### src/rtl/tone_timer8.sv
module tone_timer8 #(
  parameter int W = 8
) (
  input  logic         clk,
  input  logic         rst_n,
  input  logic         tick_i,
  input  logic         evt_i,
  input  logic         run_i,
  input  logic         src_ext_i,
  input  logic         pre_we_i,
  input  logic [W-1:0] pre_data_i,
  input  logic         irq_ack_i,
  input  logic         div_en_i,
  output logic         irq_o,
  output logic         div_o,
  output logic [W-1:0] count_o
);

  logic [W-1:0] cnt, pre;
  logic [2:0]   sy;

  wire ev_rise = sy[1] & ~sy[2];
  wire step    = run_i & (src_ext_i ? ev_rise : tick_i);
  wire wrap    = step & (&cnt);

  always_ff @(posedge clk) begin
    if (!rst_n) begin
      cnt   <= '0;
      pre   <= '0;
      sy    <= '0;
      irq_o <= 1'b0;
      div_o <= 1'b0;
    end else begin
      sy <= {sy[1:0], evt_i};
      if (pre_we_i) pre <= pre_data_i;

      if (wrap)                   cnt <= pre;
      else if (step)              cnt <= cnt + W'(1);
      else if (pre_we_i && !run_i) cnt <= pre_data_i;

      if (wrap)           irq_o <= 1'b1;
      else if (irq_ack_i) irq_o <= 1'b0;

      if (!div_en_i)  div_o <= 1'b0;
      else if (wrap)  div_o <= ~div_o;
    end
  end

  assign count_o = cnt;

endmodule

### config.mk
export PLATFORM = sky130hd
export DESIGN_NAME = tone_timer8
export DESIGN_NICKNAME = d
export VERILOG_FILES = /design/src/rtl/tone_timer8.sv
export SDC_FILE = /design/constraint.sdc
export NUM_CORES = 1
export LEC_CHECK = 0
export ABC_CLOCK_PERIOD_IN_PS = 3790
export BUFFER_PORTS_ARGS = -buffer_cell sky130_fd_sc_hd__clkbuf_2
export CAP_MARGIN = 25
export CORE_MARGIN = 2
export CORE_UTILIZATION = 55
export DETAILED_ROUTE_END_ITERATION = 6
export GPL_TIMING_DRIVEN = 1
export PLACE_DENSITY = 0.82
export SYNTH_ARGS = -nofsm -noshare
export SYNTH_HDL_FRONTEND = slang
export SYNTH_SLANG_ARGS = --single-unit
### constraint.sdc
create_clock -name clk -period 3.79 [get_ports clk]
set_clock_uncertainty 0.15 [all_clocks]
set_input_delay 0.5685 -clock clk [delete_from_list [all_inputs] [get_ports clk]]
set_output_delay 0.5685 -clock clk [all_outputs]
set_load 0.01 [all_outputs]
==> results_dict.tcl, run 1 <==
set metrics [dict create \
    worstHoldStart "evt_i" \
    cts_buffers 3 \
    report.final.slew_viol_count 0 \
    gp_congestion 0.8737 \
    crit_path_end_kind "flip-flop" \
    syn_inst 119 \
    crit_required_ns 3.88 \
    netlist_area_um2 1067 \
    p_clk_frac 0.251 \
    hold_viol_final 0 \
    design.portCount 27 \
    maxSlewHeadroom 0.6126 \
    r2r_start "count_o[0]$_SDFFE_PN0P_" \
    cp_num_buf_inv 0 \
    wirelength_um 2308 \
    path_class "reg -> reg" \
    synth-seq-cells 21 \
    p_sw_uw 116.0 \
    grtUsageTotal 0.2394 \
    syn_nets 137 \
    power_uw 424.3 \
    met3_length_um 150 \
    routed_via_density 5.964 \
    clk_pin_slew_ns 0.10 \
    drcViolationCount 0 \
    die-height_um 48.05 \
    insertion_delay_ns 0.31 \
    fill_cells 154 \
    start_kind "flip-flop" \
    port_buffers 26 \
    cts-resized-gates 0 \
    core_um2 1783 \
    p_int_uw 308.3 \
    p_sw_frac 0.2733 \
    start_util 0.5986 \
    antennaDiodeCount 0 \
    status "finished, final reports clean" \
    row_count 15 \
    peakVddDrop_mv 0.2277 \
    grt_pass1_wl_um 3829 \
    fmax_ghz 0.5662 \
    cts_tree "built" \
    grt_antenna_before_repair 0 \
    crit_chain "ha_1, nand4_4, or3_1, a21oi_1" \
    p_comb_frac 0.162 \
    drt_iter0_markers 46 \
    area_delta_synth_final_pct 14.89 \
    mostFrequentLayoutCells "clkbuf_2, dfxtp_1, mux2i_1, nor2b_1" \
    synth_area_per_cell_um2 8.969 \
    fin_crit_sh 0.4660 \
    grt_max_degree 24 \
    rsz0062_at_grt "false" \
    holdCritPathClass "in -> reg" \
    r2r_slack_ns 2.02 \
    layout_commonest_cell "clkbuf_2" \
    fin_tns_setup_ns 0 \
    via_count 996 \
    p_seq_frac 0.586 \
    powerDensity_nw_per_um2 346.0 \
    htreeDepth 1 \
    synth_cell_types 39 \
    postRouteAntennaNets 0 \
    slowest_delay_ns 0.43 \
    cpLargestDelayFamily "simple AND/OR/NAND/NOR gates" \
    worst_pin_slew_ns 0.5800 \
    root_buffer "clkbuf_4" \
    dieArea_um2 2309 \
    setup_viol 0 \
    clockBufferDepth 2 \
    grt_pass1_vias 923 \
    cts_hold_buf 0 \
    cp.arrival_ns 1.86 \
    min_period_ns 1.766 \
    die_x_um 48.05 \
    maxCapViolCount 0 \
    drive_gt1_frac 0.2394 \
    wl_met2_um 1144 \
    cts_sinks 21 \
    wl_per_cell_um 13.82 \
    drt-met1-wl_um 987 \
    highest_layer "met4" \
    nets 161 \
    dp_hpwl_um 1694 \
    grt_overflow_total 0 \
    crit_fanout 7 \
    worst_path_max_delay_cell "dfxtp_1" \
    p_leak_uw 0.0005305 \
    cp-startpoint "count_o[0]$_SDFFE_PN0P_" \
    synth_warnings 0 \
    cts_setup_buffers 0 \
    synth-seq-area-share 0.3939 \
    drtPass1Iterations 4 \
]
worst paths after layout:
check,to,depth (start not counted)
min reg2reg,sy[1]$_SDFF_PN0_,1
max reg2reg,div_o$_SDFFE_PN0P_,4
min,sy[0]$_SDFF_PN0_,2
max,div_o$_SDFFE_PN0P_,4
layer usage:
metal	GRT usage	vias up
met5	0	-
met4	0.09730	0
met3	0.07925	4
met2	0.3920	40
met1	0.2877	477
li1	-	475
logic make-up (layout without fill, tap and decap cells):
group	count (synthesis)	after routing	synth area share
xor+xnor	3	3	0.02462
simple gates	43	43	0.2415
compound gates	31	31	0.1888
fa+ha+maj	1	1	0.01172
flops	21	21	0.3939
buf+inv	9	32	0.03400
mux	11	11	0.1055
sequential cells by signal, indices dropped and copies added (netlist names):
name and count:
div_o 1, pre 8, count_o 8, sy 3, irq_o 1
worst register-to-register path, delay by kind of cell (launching register included):
kind | cells | cell delay [ns]
and+or+nand+nor | 2 | 0.60
DFF | 1 | 0.43
adders and majority gates | 1 | 0.39
AOI/OAI and AO/OA | 1 | 0.14
power by group through the flow:
stage / Clock [uW] / Combinational (uW) / Sequential (uW)
after floorplan: 0 / 42.2 / 254
after global placement: 0 / 66.3 / 253
after detailed placement: 0 / 68.5 / 254
after CTS: 111 / 69.0 / 249
after global routing: 118 / 77.0 / 251
final: 107 / 68.8 / 249
metrics by stage:
step | hold slack (ns) | instance area (um2) | util | worst slack [ns] | std cells
after floorplan | 0.2619 | 1067 | - | 2.020 | 119
after global placement | 0.2651 | 1200 | 0.6730 | 1.862 | 163
after detailed placement | 0.2992 | 1200 | 0.6730 | 1.785 | 163
after CTS | 0.3073 | 1226 | 0.6877 | 2.016 | 167
after global routing | 0.3191 | 1226 | 0.6877 | 1.910 | 167
final | 0.3166 | 1226 | 0.6877 | 2.024 | 167
synth_stat cells:
cell type	number	area [um2]
clkbuf_1	5	18.77
a21oi_1	8	40.04
nor2b_1	9	56.30
nand4_4	1	21.27
buf_2	2	10.01
a211o_1	1	8.760
a32oi_1	1	8.760
and4_2	1	10.01
and3_1	1	6.260
nand4b_1	1	8.760
o22ai_1	2	12.51
o311ai_0	1	8.760
nor2_1	6	22.52
o31a_1	1	8.760
o22a_1	1	8.760
nor3_1	2	10.01
ha_1	1	12.51
and2_1	5	31.28
mux2i_1	9	90.09
dfxtp_1	21	420.4
a31oi_1	1	6.260
mux2_2	2	22.52
nand3_1	2	10.01
nand3b_1	1	7.510
and4_4	1	11.26
a211oi_1	1	7.510
nand2_1	8	30.03
o31ai_1	3	22.52
or3_1	1	6.260
o21ai_0	6	30.03
nand4_1	1	6.260
nor3b_1	1	7.510
a221oi_1	1	8.760
inv_1	2	7.510
o211ai_1	1	7.510
xor2_1	1	8.760
xnor2_1	2	17.52
o21a_1	3	22.52
nand2b_1	2	12.51
final cells by class:
cell class	instances	area [um2]	share of cell area
clock buffers	4	26.28	0.02143
flip-flops and latches	21	420.4	0.3429
multi-input cells	89	610.6	0.4980
inverters	2	7.507	0.006122
repair buffers	26	130.1	0.1061
well taps	25	31.28	0.02551
Power figures use the tool's default switching activity.
==> run 2, diff against run 1 <==
==> config.mk (replaced) <==
export PLATFORM = sky130hd
export DESIGN_NAME = tone_timer8
export DESIGN_NICKNAME = d
export VERILOG_FILES = /design/src/rtl/tone_timer8.sv
export SDC_FILE = /design/constraint.sdc
export NUM_CORES = 1
export LEC_CHECK = 0
export ABC_CLOCK_PERIOD_IN_PS = 1800
export BUFFER_PORTS_ARGS = -buffer_cell sky130_fd_sc_hd__clkbuf_2
export CAP_MARGIN = 25
export CORE_MARGIN = 2
export CORE_UTILIZATION = 51
export DETAILED_ROUTE_END_ITERATION = 6
export GPL_TIMING_DRIVEN = 1
export PLACE_DENSITY = 0.77
export SYNTH_ARGS = -nofsm -noshare
export SYNTH_HDL_FRONTEND = slang
export SYNTH_SLANG_ARGS = --single-unit
==> constraint.sdc (replaced) <==
create_clock -name clk -period 1.8 [get_ports clk]
set_clock_uncertainty 0.15 [all_clocks]
set_input_delay 0.27 -clock clk [delete_from_list [all_inputs] [get_ports clk]]
set_output_delay 0.27 -clock clk [all_outputs]
set_load 0.01 [all_outputs]
==> run 2 against run 1 <==
Against the previous run: worst hold slack got worse by 0.31 ns; sequential share of layout area fell by 1.1 points; worst setup slack got worse by 2.0 ns; clock power rose by 120%; routed wire length rose by 2.7%; combinational power rose by 120%; global-route usage fell by 2.2 points; die area rose by 7.2%; via count fell by 0.70%; flip-flop and latch count did not move; register-to-register slack got worse by 2.0 ns; largest power group unchanged.
==> results_dict.tcl, run 2 (synthesized netlist as in run 1, its figures left out) <==
set metrics [dict create \
    dieArea_um2 2475 \
    min_period_ns 1.736 \
    drtPass1Iterations 4 \
    p_sw_uw 252.1 \
    grt_max_degree 24 \
    mostFrequentLayoutCells "clkbuf_2, dfxtp_1, mux2i_1, nor2b_1" \
    p_sw_frac 0.2778 \
    postRouteAntennaNets 0 \
    setup_viol 0 \
    crit_path_end_kind "flip-flop" \
    cts_setup_buffers 0 \
    clockBufferDepth 2 \
    design.portCount 27 \
    p_seq_frac 0.574 \
    multi_input_area_um2 610.6 \
    cts_sinks 21 \
    grt_overflow_total 0 \
    cts-resized-gates 0 \
    fin_tns_setup_ns 0 \
    cts_tree "built" \
    start_kind "flip-flop" \
    hold_viol_final 0 \
    worst_pin_slew_ns 0.3673 \
    die_x_um 49.75 \
    drive_gt1_frac 0.2653 \
    nets 166 \
    seq_area_um2 420.4 \
    grtUsageTotal 0.2173 \
    via_count 989 \
    grt_pass1_wl_um 4174 \
    area_delta_synth_final_pct 18.64 \
    die-height_um 49.75 \
    placed_cells 170 \
    powerDensity_nw_per_um2 716.8 \
    cts_buffers 3 \
    path_class "reg -> reg" \
    layout_commonest_cell "clkbuf_2" \
    dp_hpwl_um 1769 \
    maxSlewHeadroom 0.7520 \
    drt_iter0_markers 18 \
    fmax_ghz 0.5760 \
    dpl_cell_area_um2 1240 \
    grt_antenna_before_repair 0 \
    grt_pass1_vias 933 \
    clk_pin_slew_ns 0.12 \
    crit_fanout 7 \
    gp_congestion 0.8635 \
    report.final.slew_viol_count 0 \
    drcViolationCount 0 \
    peakVddDrop_mv 0.4110 \
    rsz0062_at_grt "false" \
    maxCapViolCount 0 \
    antennaDiodeCount 0 \
    port_buffers 26 \
    core_um2 1962 \
    cts_hold_buf 0 \
    row_count 16 \
    wl_per_cell_um 13.62 \
    status "finished, final reports clean" \
    p_int_uw 655.5 \
    holdCritPathClass "in -> reg" \
    routed_via_density 5.684 \
    worstHoldStart "div_en_i" \
    fin_crit_sh 0.9644 \
    p_clk_frac 0.256 \
    cp-startpoint "count_o[0]$_SDFFE_PN0P_" \
    root_buffer "clkbuf_4" \
    final_cells 174 \
    stdcell_area_um2 1266 \
    crit_required_ns 1.86 \
    r2r_start "count_o[0]$_SDFFE_PN0P_" \
    insertion_delay_ns 0.30 \
    p_leak_uw 0.0005543 \
    wirelength_um 2370 \
    start_util 0.5440 \
    htreeDepth 1 \
    fill_cells 184 \
    cp.arrival_ns 1.80 \
    p_comb_frac 0.170 \
]
==> run 2: changes by cell type in the layout (fill, tap and decap cells not counted) <==
cell and change:
buf_4 +5
==> run 2: path summary, 6_finish.rpt <==
check / end / slack (ns) / depth (start not counted)
worst min register to register: sy[1]$_SDFF_PN0_ / 0.30 / 1
worst min-delay path: div_o$_SDFFE_PN0P_ / 0.003 / 3
worst max register to register: count_o[2]$_SDFFE_PN0P_ / 0.06 / 4
worst max-delay path: count_o[2]$_SDFFE_PN0P_ / 0.06 / 4
==> run 2: critical path, cell delays in order (launching register included) <==
cell and delay (ns):
dfxtp_1 0.38, ha_1 0.33, and4_2 0.31, a211o_1 0.29, and3_1 0.17
==> run 2: stage by stage <==
step,utilization,total power [uW],setup slack (ns),hold WS [ns]
CTS,0.6454,908.3,0.08529,0.0003856
global placement,0.6320,681.2,0.1459,0.2722
finish,0.6454,907.6,0.06401,0.002705
global route,0.6454,954.4,0.0003080,0.009972
floorplan,-,622.9,0.07493,0.2361
detailed placement,0.6320,685.3,0.1044,0.2751
==> run 2: power by group through the flow <==
stage | clock [uW] | combinational [uW] | sequential (uW)
3_5_place_dp | 0 | 155 | 531
2_1_floorplan | 0 | 88.8 | 534
4_1_cts | 233 | 155 | 520
6_report | 232 | 154 | 521
5_1_grt | 256 | 173 | 525
3_3_place_gp | 0 | 152 | 529
==> run 2: layer usage <==
metal	global-route usage	part of all wire	wire length, um
met1	0.2998	0.46	1093
met3	0.03939	0.073	173
met5	0	0	0
met2	0.3356	0.46	1082
met4	0.08333	0.0089	21
==> run 2: area by class of cell <==
cell class / instances / area share
Sequential cell: 21 / 0.3320
Timing Repair Buffer: 31 / 0.1324
Clock buffer: 4 / 0.02075
Inverter: 2 / 0.005929
Tap cell: 27 / 0.02668
Multi-Input combinational cell: 89 / 0.4822
